File: src/rtl/an_mode_pkg.sv
package an_mode_pkg;

   localparam int N_MODES = 4;
   localparam int MODE_W  = $clog2(N_MODES);

   typedef logic [N_MODES-1:0] abil_t;

   // mode index equals ability bit position; higher index wins
   typedef enum logic [MODE_W-1:0] {
      MD_10_HALF  = 2'd0,
      MD_10_FULL  = 2'd1,
      MD_100_HALF = 2'd2,
      MD_100_FULL = 2'd3
   } mode_t;

   typedef enum logic [1:0] {
      ST_OFF   = 2'd0,
      ST_QUIET = 2'd1,
      ST_LFAIL = 2'd2,
      ST_UP    = 2'd3
   } seq_st_t;

   function automatic logic mode_fast(input mode_t m);
      return m[1];
   endfunction

   function automatic logic mode_full(input mode_t m);
      return m[0];
   endfunction

endpackage

File: src/rtl/an_pin_sync.sv
module an_pin_sync #(
   parameter int STAGES = 2
) (
   input  logic clk,
   input  logic rst_n,
   input  logic pin_in,
   output logic pin_out
);

   generate
      if (STAGES < 0) begin : g_bad
         $error("an_pin_sync: STAGES must not be negative");
      end
      if (STAGES == 0) begin : g_bypass
         assign pin_out = pin_in;
      end else begin : g_chain
         logic [STAGES-1:0] sr;
         always_ff @(posedge clk) begin
            if (!rst_n) sr <= '0;
            else        sr <= {sr[STAGES-2+1-1:0], pin_in} >> 0;
         end
         assign pin_out = sr[STAGES-1];
      end
   endgenerate

endmodule

File: src/rtl/an_quiet_timer.sv
module an_quiet_timer #(
   parameter int QUIET_CYCLES = 168_750_000
) (
   input  logic clk,
   input  logic rst_n,
   input  logic start,
   input  logic run,
   output logic done
);

   localparam int          CW   = $clog2(QUIET_CYCLES + 1);
   localparam logic [CW-1:0] LOAD = CW'(QUIET_CYCLES - 1);

   generate
      if (QUIET_CYCLES < 1) begin : g_bad
         $error("an_quiet_timer: QUIET_CYCLES must be at least 1");
      end
   endgenerate

   logic [CW-1:0] cnt;

   always_ff @(posedge clk) begin
      if (!rst_n)                  cnt <= '0;
      else if (start)              cnt <= LOAD;
      else if (run && cnt != '0)   cnt <= cnt - 1'b1;
   end

   assign done = run && (cnt == '0);

   assert_cnt_bound_R2: assert property (@(posedge clk) disable iff (!rst_n)
      cnt <= LOAD);

   assert_count_moves_R2: assert property (@(posedge clk) disable iff (!rst_n)
      (run && !start && cnt != '0) |=> (cnt == $past(cnt) - 1'b1));

endmodule

File: src/rtl/an_prio_resolve.sv
module an_prio_resolve
   import an_mode_pkg::*;
(
   input  abil_t local_abil,
   input  abil_t partner_abil,
   output logic  any_common,
   output mode_t best
);

   abil_t common;
   assign common = local_abil & partner_abil;

   // one candidate per mode; a higher mode overrides a lower one
   logic  [N_MODES-1:0] hit;
   mode_t               pick [N_MODES+1];

   assign pick[0] = MD_10_HALF;

   genvar gi;
   generate
      for (gi = 0; gi < N_MODES; gi++) begin : g_lvl
         assign hit[gi]    = common[gi];
         assign pick[gi+1] = hit[gi] ? mode_t'(gi) : pick[gi];
      end
   endgenerate

   assign best       = pick[N_MODES];
   assign any_common = |hit;

endmodule

File: src/rtl/an_seq_fsm.sv
module an_seq_fsm
   import an_mode_pkg::*;
(
   input  logic    clk,
   input  logic    rst_n,
   input  logic    en,
   input  logic    quiet_done,
   input  logic    partner_vld,
   input  logic    match_any,
   input  mode_t   match_mode,
   output seq_st_t st,
   output logic    timer_start,
   output mode_t   res_mode,
   output logic    nocom
);

   seq_st_t st_nx;
   mode_t   res_nx;
   logic    nocom_nx;

   always_comb begin
      st_nx    = st;
      res_nx   = res_mode;
      nocom_nx = nocom;
      unique case (st)
         ST_OFF: begin
            if (en) begin
               st_nx    = ST_QUIET;
               res_nx   = MD_10_HALF;
               nocom_nx = 1'b0;
            end
         end
         ST_QUIET: begin
            if (!en)             st_nx = ST_OFF;
            else if (quiet_done) st_nx = ST_LFAIL;
         end
         ST_LFAIL: begin
            if (!en) begin
               st_nx = ST_OFF;
            end else if (partner_vld) begin
               if (match_any) begin
                  st_nx    = ST_UP;
                  res_nx   = match_mode;
                  nocom_nx = 1'b0;
               end else begin
                  nocom_nx = 1'b1;
               end
            end
         end
         ST_UP: begin
            if (!en) st_nx = ST_OFF;
         end
         default: st_nx = ST_OFF;
      endcase
      if (!en) nocom_nx = 1'b0;
   end

   always_ff @(posedge clk) begin
      if (!rst_n) begin
         st       <= ST_OFF;
         res_mode <= MD_10_HALF;
         nocom    <= 1'b0;
      end else begin
         st       <= st_nx;
         res_mode <= res_nx;
         nocom    <= nocom_nx;
      end
   end

   assign timer_start = (st == ST_OFF) && en;

   assert_quiet_exit_R3: assert property (@(posedge clk) disable iff (!rst_n)
      (st == ST_LFAIL && $past(st) == ST_QUIET) |-> $past(quiet_done));

   assert_up_entry_R4: assert property (@(posedge clk) disable iff (!rst_n)
      (st == ST_UP && $past(st) != ST_UP) |-> $past(partner_vld && match_any));

   assert_off_when_low_R10: assert property (@(posedge clk) disable iff (!rst_n)
      !en |=> (st == ST_OFF));

endmodule

File: src/rtl/an_mode_ctrl.sv
module an_mode_ctrl
   import an_mode_pkg::*;
#(
   parameter int QUIET_CYCLES    = 168_750_000, // 1.35 s at 125 MHz
   parameter int PIN_SYNC_STAGES = 2
) (
   input  logic       clk,
   input  logic       rst_n,
   input  logic       cfg_an_en,
   input  logic       an_en_pin,
   input  logic       cfg_speed_100,
   input  logic       cfg_full_dplx,
   input  logic [3:0] local_abil,
   input  logic [3:0] partner_abil,
   input  logic       partner_vld,
   output logic       tx_quiet,
   output logic       link_fail,
   output logic       mon_sel_100,
   output logic       stat_ack,
   output logic       stat_speed_100,
   output logic       stat_full_dplx,
   output logic       no_common
);

   logic    pin_s, en_eff, qdone, tstart, m_any, nocom;
   mode_t   m_best, res_mode;
   seq_st_t st;

   an_pin_sync #(.STAGES(PIN_SYNC_STAGES)) u_sync (
      .clk(clk), .rst_n(rst_n), .pin_in(an_en_pin), .pin_out(pin_s));

   assign en_eff = cfg_an_en | pin_s;

   an_quiet_timer #(.QUIET_CYCLES(QUIET_CYCLES)) u_tmr (
      .clk(clk), .rst_n(rst_n), .start(tstart),
      .run(st == ST_QUIET), .done(qdone));

   an_prio_resolve u_res (
      .local_abil(local_abil), .partner_abil(partner_abil),
      .any_common(m_any), .best(m_best));

   an_seq_fsm u_fsm (
      .clk(clk), .rst_n(rst_n), .en(en_eff), .quiet_done(qdone),
      .partner_vld(partner_vld), .match_any(m_any), .match_mode(m_best),
      .st(st), .timer_start(tstart), .res_mode(res_mode), .nocom(nocom));

   logic spd, dpx;
   always_comb begin
      if (st == ST_OFF) begin
         spd = cfg_speed_100;
         dpx = cfg_full_dplx;
      end else begin
         spd = mode_fast(res_mode);
         dpx = mode_full(res_mode);
      end
   end

   assign tx_quiet       = (st == ST_QUIET);
   assign link_fail      = (st == ST_LFAIL);
   assign stat_ack       = (st == ST_UP);
   assign stat_speed_100 = spd;
   assign stat_full_dplx = dpx;
   assign mon_sel_100    = spd;
   assign no_common      = nocom;

   assert_ack_vs_nocommon_R6: assert property (@(posedge clk) disable iff (!rst_n)
      !(stat_ack && no_common));

   assert_result_holds_R9: assert property (@(posedge clk) disable iff (!rst_n)
      (stat_ack && $past(stat_ack)) |-> ($stable(stat_speed_100) && $stable(stat_full_dplx)));

   assert_restart_clears_ack_R5: assert property (@(posedge clk) disable iff (!rst_n)
      tx_quiet |-> !stat_ack);

   assert_disable_quiet_R8: assert property (@(posedge clk) disable iff (!rst_n)
      (!en_eff && $past(!en_eff)) |-> (!tx_quiet && !link_fail && !stat_ack && !no_common));

endmodule

File: config.mk
export PLATFORM = sky130hd
export DESIGN_NAME = an_mode_ctrl
export DESIGN_NICKNAME = d
export VERILOG_FILES = /design/src/rtl/an_mode_pkg.sv /design/src/rtl/an_pin_sync.sv /design/src/rtl/an_quiet_timer.sv /design/src/rtl/an_prio_resolve.sv /design/src/rtl/an_seq_fsm.sv /design/src/rtl/an_mode_ctrl.sv
export SDC_FILE = /design/constraint.sdc
export NUM_CORES = 1
export LEC_CHECK = 0
export ABC_CLOCK_PERIOD_IN_PS = 3200
export BUFFER_PORTS_ARGS = -buffer_cell sky130_fd_sc_hd__clkbuf_2
export CAP_MARGIN = 20
export CORE_UTILIZATION = 30
export CTS_CLUSTER_DIAMETER = 120
export DETAILED_ROUTE_END_ITERATION = 6
export SYNTH_ARGS = -nofsm -noshare
export SYNTH_HDL_FRONTEND = slang
export SYNTH_SLANG_ARGS = --single-unit
File: constraint.sdc
create_clock -name clk -period 3.2 [get_ports clk]
set_input_delay 0.16 -clock clk [delete_from_list [all_inputs] [get_ports clk]]
set_output_delay 0.16 -clock clk [all_outputs]
set_load 0.02 [all_outputs]
After elaboration in Yosys (flattened, before gate mapping):

Index checks and enable logic that the tools add are counted.

* memories: 0
* latch bits: 0
* word-level logic and storage cells: 58
* memory bits (read-only): 0
* bits in registers: 35
* output and inout port bits: 7
* bits in writable memories: 0
* input port bits: 15

* reductions and logical operators: 14
* equal/unequal tests: 11
* multipliers: 0
* bitwise logic cells: 3
* mux-type cells: 23
* add/subtract/negate cells: 1
* shift operators: 0
* order comparisons: 0
* divide/modulo/power cells: 0

Operators by type and width (number)
* 28-bit two-way mux: 2
* 28-bit logical NOT: 1
* 28-bit nonzero test: 1
* 28-bit by 1-bit subtractor with 28-bit output, second input constant: 1
* 2-bit two-way mux: 13
* 5-bit AND reduction: 2
* 3-bit != test, second input constant: 3
* 2-bit case mux with 4 select lines: 1
* 2-bit by 1-bit != test with 1-bit output, second input constant: 3
* 1-bit two-way mux: 5
* 4-bit bitwise AND: 1
* 2-bit equality test, second input constant: 2
* 2-bit != test, second input constant: 2
* 2-bit case mux with 2 select lines: 1
* 2-bit AND reduction: 2
* 2-bit nonzero test: 2
* 4-bit OR reduction: 1
* 1-bit logical AND: 3
* 2-bit by 1-bit equality test with 1-bit output, second input constant: 1
* 2-bit logical NOT: 1
* 1-bit case mux with 2 select lines: 1
* 2-bit OR reduction: 1
* 1-bit inverter: 1
* 1-bit bitwise OR: 1

Depth between registers and ports, before layout:

* word-level depth: 8
* mapped depth: 9

Hierarchy:

A second synthesis with hierarchy kept.

* cell total of the unflattened synthesis: 206
* area total of the unflattened synthesis: 1983.2 um^2

Modules (own cells, without submodules)
* an_quiet_timer: cells each 161, area an instance 1589.0 um^2, instances 1, sequential area each 560.5 um^2
* an_seq_fsm: cells each 29, area an instance 239.0 um^2, instances 1, sequential area each 100.1 um^2
* an_mode_ctrl: cells each 8, area an instance 70.1 um^2, instances 1, sequential area each 0.0 um^2
* an_pin_sync: cells each 4, area an instance 52.6 um^2, instances 1, sequential area each 40.0 um^2
* an_prio_resolve: cells each 4, area an instance 32.5 um^2, instances 1, sequential area each 0.0 um^2

Worst setup path before layout:

No wires, ideal clock.

* kind: register to register
* start: reg u_tmr.cnt[0]
* end: reg u_tmr.cnt[27]
* path buffers: 2
* stages on the path, launching flop included: 10
* library setup time: 116 ps
* arrival: 2127 ps
* period minus slack after synthesis: 2243 ps
* setup slack: 957 ps
* cells stage by stage: dfxtp_1 -> inv_1 -> ha_1 -> or3b_2 -> or4_1 -> nor4_4 -> buf_4 -> buf_6 -> o21ai_0 -> o211a_1

* cells in the longest elaborated chain, start to end: 3

Ends and longest elaborated chain
* from (decl): RTL line an_quiet_timer.sv:20 `logic [CW-1:0] cnt;`
* from (signal assigned): RTL line an_quiet_timer.sv:25 `else if (run && cnt != '0) cnt <= cnt - 1'b1;`
* 28-bit by 1-bit subtractor with 28-bit output / 28-bit nonzero test (equally long branches): RTL line an_quiet_timer.sv:25
* 28-bit two-way mux / 1-bit logical AND (equally long branches): RTL line an_quiet_timer.sv:25
* 28-bit two-way mux / 2-bit nonzero test (equally long branches)

Several ways; a longest one is shown, not always the timed one. The select of a mux whose other input is x is not followed.
A chain may end at the register's enable or synchronous reset.

Final worst setup path:

* start: reg u_tmr.cnt[0]
* end: reg u_tmr.cnt[9]

Same word-level chain as after synthesis.

==> flow_results.org <==
** GRT
- In the global route stage, met3 resource usage came out at a little over 4%.
- Most used routing layer :: met2
- Global routing consumed, over all layers together, between 10% and 20% of the routing resources.
- Global routing usage on met2 :: a little over a fifth
- First-pass GRT wire length :: 7.16 mm
- Pin count of the biggest net entering global routing :: 25
- Global routing consumed, on the met1 layer, between 10% and 20% of the routing resources.
- Leftover overflow at the end of global routing :: 0
- Initial antenna violation count :: 0
- The number of global-route vias before repair was around 1500.

** Clock tree
- Counting the buffers created by CTS gives 5.
- Hold repair after CTS inserted 0 buffers.
- Buffers added to address setup during post-CTS repair amount to 0.
- Maximum clock path buffer count :: 2
- H-tree depth :: 2
- After clock tree synthesis, the clock-pin slew on the worst setup and hold paths is about 70 ps.
- At the later pin of the worst-skew pair, clock insertion delay measures 290 ps.
- Clock root buffer master :: sky130_fd_sc_hd__clkbuf_8
- Post_cts resized :: 0
- CTS tree :: yes
- The clock drives 35 sinks.

** STA
- The count of endpoints failing hold in the final timing report is 0.
- At the pin with the least slew margin, the transition time is between 600 and 700 ps.
- Maximum operating frequency :: approximately 400 MHz
- Setup violations remaining at the end of the flow were counted as 0.
- Measured against its own limit, the worst slew margin works out to around 53%.
- The worst path uses between 70% and 80% of the clock period.
- The total count of max-transition violations in the final report is 0.
- Maximum clock skew at final layout :: a little under 5 ps
- After routing, the total negative slack on setup checks comes to 0 ps.
- Setup repair after global routing missed its margin :: no
- The worst path needs approximately 2500 ps of the cycle, external delays included.

** Detailed routing
- After the first detailed-routing iteration, the DRC count stood at 110.
- Post-DR vias/cell :: between 5 and 6
- Final ANT Viol Nets :: 0
- Wires add up to around 4.4 mm.
- For this run, design rule violations remaining after detail routing come to 0.
- Dividing the detail-routed wire length by the instance count gives 13.8 um.
- Before antenna repair, the detailed router went through 4 iterations.
- Summing over every cut layer, the via total after detailed routing is 1765.

** Yosys
- Yosys mapped the design onto 48 distinct sky130hd cell types.
- After synthesis, the share of flip-flops with an asynchronous set or reset is 0%.
- Proportion of synthesized chip area in sequential cells :: between 30 and 40%
- Register bit total from synthesis :: 35
- Synthesized instance count :: about 230
- Counting every net in the synthesized netlist gives 242.
- A synthesized cell averages approximately 8.3 sq um.
- Yosys warnings :: 0
- Mapped Area :: approximately 0.0019 sq mm
- In this run, synthesis inferred 0 flip-flops with an integrated enable.
- For this run, the leading register cell type out of synthesis is sky130_fd_sc_hd__dfxtp_1.

** Floorplanning
- The floorplan has 28 rows.
- Core box area :: 0.00599 sq mm
- Die Span X :: about 81 um
- Once the floorplan was initialized, standard cells occupied approximately a third of the core.
- Die area :: about 0.0066 sq mm
- From bottom edge to top edge, the die measures around 81 um.
- In this run the count of I/O pins placed on the die edge is 22.

** Finish
- The net count of the finished layout is around 260.
- Total area of multi-input combinational cells :: about 0.0011 sq mm
- Non-filler cells, final :: ~320
- Commonest non-fill, non-tap cells in the layout :: 35 x sky130_fd_sc_hd__dfxtp_1, 21 x sky130_fd_sc_hd__clkbuf_2, 16 x sky130_fd_sc_hd__or4_1, 16 x sky130_fd_sc_hd__o21ai_0
- From synthesis to final layout, the design area changed by 14.8%.
- Of the cells placed in the final design, the portion with a size suffix greater than 1 is between 15 and 20%.
- 0 antenna diodes ended up in the layout.
- Most common cell after layout, fill and taps aside :: sky130_fd_sc_hd__dfxtp_1
- Cells fill between 30% and 40% of the core in the end.
- Counting the fill cells in the layout gives 604.
- The sequential cells in the finished layout cover a total of 701 sq um.

** Pwr
- Power after layout :: between 0.001 and 0.0015 W
- P per Cell Area :: 491 mW/mm^2
- The worst-case IR drop observed on VDD is ~0.00032 V.
- Summed over all cells, the static leakage comes to 0.783 nW.

** Run status
- Result of the run :: complete, no violations

** Critical path
- For the worst setup path, the data required time is about 3400 ps.
- Depth of the worst register-to-register path :: 8
- Crit path kind :: flip-flop to flip-flop
- Crit end category :: flip-flop
- Largest fanout on the critical path :: 24
- Critical path launch point type :: flip-flop
- WP data arrival :: between 2000 and 3000 ps

** Placed design
- Final Wtd Congestion :: ~0.85
- Placed Cells :: around 310
- Detailed placement ended at an HPWL of between 3 and 4 mm.
- Count of port buffers added during placement :: 21

** Worst hold path
- Hold/Removal Path Class :: input pin to flip-flop
- The worst hold path was traced through 2 stages.

** Run
- Max-cap violations :: 0
logic make-up (layout without fill, tap and decap cells):
group | after synthesis | after routing | synth area share (%)
and+or+nand+nor | 98 | 98 | 32.5
muxes | 3 | 3 | 1.73
buffers and inverters | 21 | 39 | 5.12
xor gates and xnor gates | 2 | 2 | 0.931
AOI/OAI and AO/OA | 66 | 66 | 21.8
adders and majority gates | 1 | 1 | 0.665
DFF | 35 | 35 | 37.2
Yosys cell counts (3+ instances only):
cell type                   n  area [sq um]
sky130_fd_sc_hd__o211ai_1   3          22.5
sky130_fd_sc_hd__a31oi_1   15          93.8
sky130_fd_sc_hd__or3_1     15          93.8
sky130_fd_sc_hd__clkbuf_1   8          30.0
sky130_fd_sc_hd__and2_1     5          31.3
sky130_fd_sc_hd__o31ai_1    5          37.5
sky130_fd_sc_hd__dfxtp_1   35           701
sky130_fd_sc_hd__nand2b_1   3          18.8
sky130_fd_sc_hd__o41ai_1    3          26.3
sky130_fd_sc_hd__nand3_1    8          40.0
sky130_fd_sc_hd__nor3_1     7          35.0
sky130_fd_sc_hd__or2_2      5          31.3
sky130_fd_sc_hd__inv_1      7          26.3
sky130_fd_sc_hd__or4_1     16           120
sky130_fd_sc_hd__o21ai_0   16          80.1
sky130_fd_sc_hd__a21oi_1   15          75.1
sky130_fd_sc_hd__nor4_1     6          37.5
sky130_fd_sc_hd__nand2_1    8          30.0
sky130_fd_sc_hd__nor2_1    10          37.5
sky130_fd_sc_hd__nand4_1    3          18.8
critical path: stages (launching register included):
cell	delay (ps)
sky130_fd_sc_hd__dfxtp_1	330
sky130_fd_sc_hd__inv_1	90
sky130_fd_sc_hd__ha_1	180
sky130_fd_sc_hd__or3b_2	520
sky130_fd_sc_hd__or4_1	470
sky130_fd_sc_hd__nor4_4	370
sky130_fd_sc_hd__buf_12	210
sky130_fd_sc_hd__o41ai_1	80
sky130_fd_sc_hd__a31oi_1	180
metal layers:
metal	wire length [um]	up-vias
met5	0	-
met4	82	0
met3	191	7
met2	2070	43
met1	2040	815
li1	-	900
power by group:
| part | switching, W | total [W] | internal (W) |
|---|---|---|---|
| clock | 0.000168 | 0.000420 | 0.000252 |
| combinational | 0.0000955 | 0.000157 | 0.0000611 |
| sequential | 0.0000243 | 0.000483 | 0.000459 |
metrics by stage:
| step | hold WS, ps | worst slack [ps] | area [sq um] |
|---|---|---|---|
| after CTS | 57.4 | 658 | 2160 |
| after global placement | 369 | 747 | 2040 |
| after detailed placement | 371 | 689 | 2040 |
| after global routing | 75.2 | 514 | 2160 |
| after floorplan | 282 | 957 | 1880 |
| final | 67.7 | 664 | 2160 |
cell type report:
cell class                 count  share of cell area (%)
multi-input combinational    170                    50.2
sequential                    35                    32.4
timing repair buffer          23                    6.14
tap                           75                    4.35
clock buffer                   6                    3.82
clock inverter                 2                    1.62
inverter                       8                    1.39
flip-flops by register name (all words and copies together), names as in the netlist:
register,count
u_sync.g_chain.sr,2
u_tmr.cnt,28
u_fsm.res_mode,2
u_fsm.st,2
u_fsm.nocom,1
worst paths after layout:
path                        startpoint  slack, ps              endpoint
hold / removal               an_en_pin         70  u_sync.g_chain.sr[0]
setup / recovery          u_tmr.cnt[0]        660          u_tmr.cnt[9]
hold reg to reg   u_sync.g_chain.sr[0]        440  u_sync.g_chain.sr[1]
setup reg to reg          u_tmr.cnt[0]        660          u_tmr.cnt[9]
Note: power is estimated with default switching activity, not from simulation.
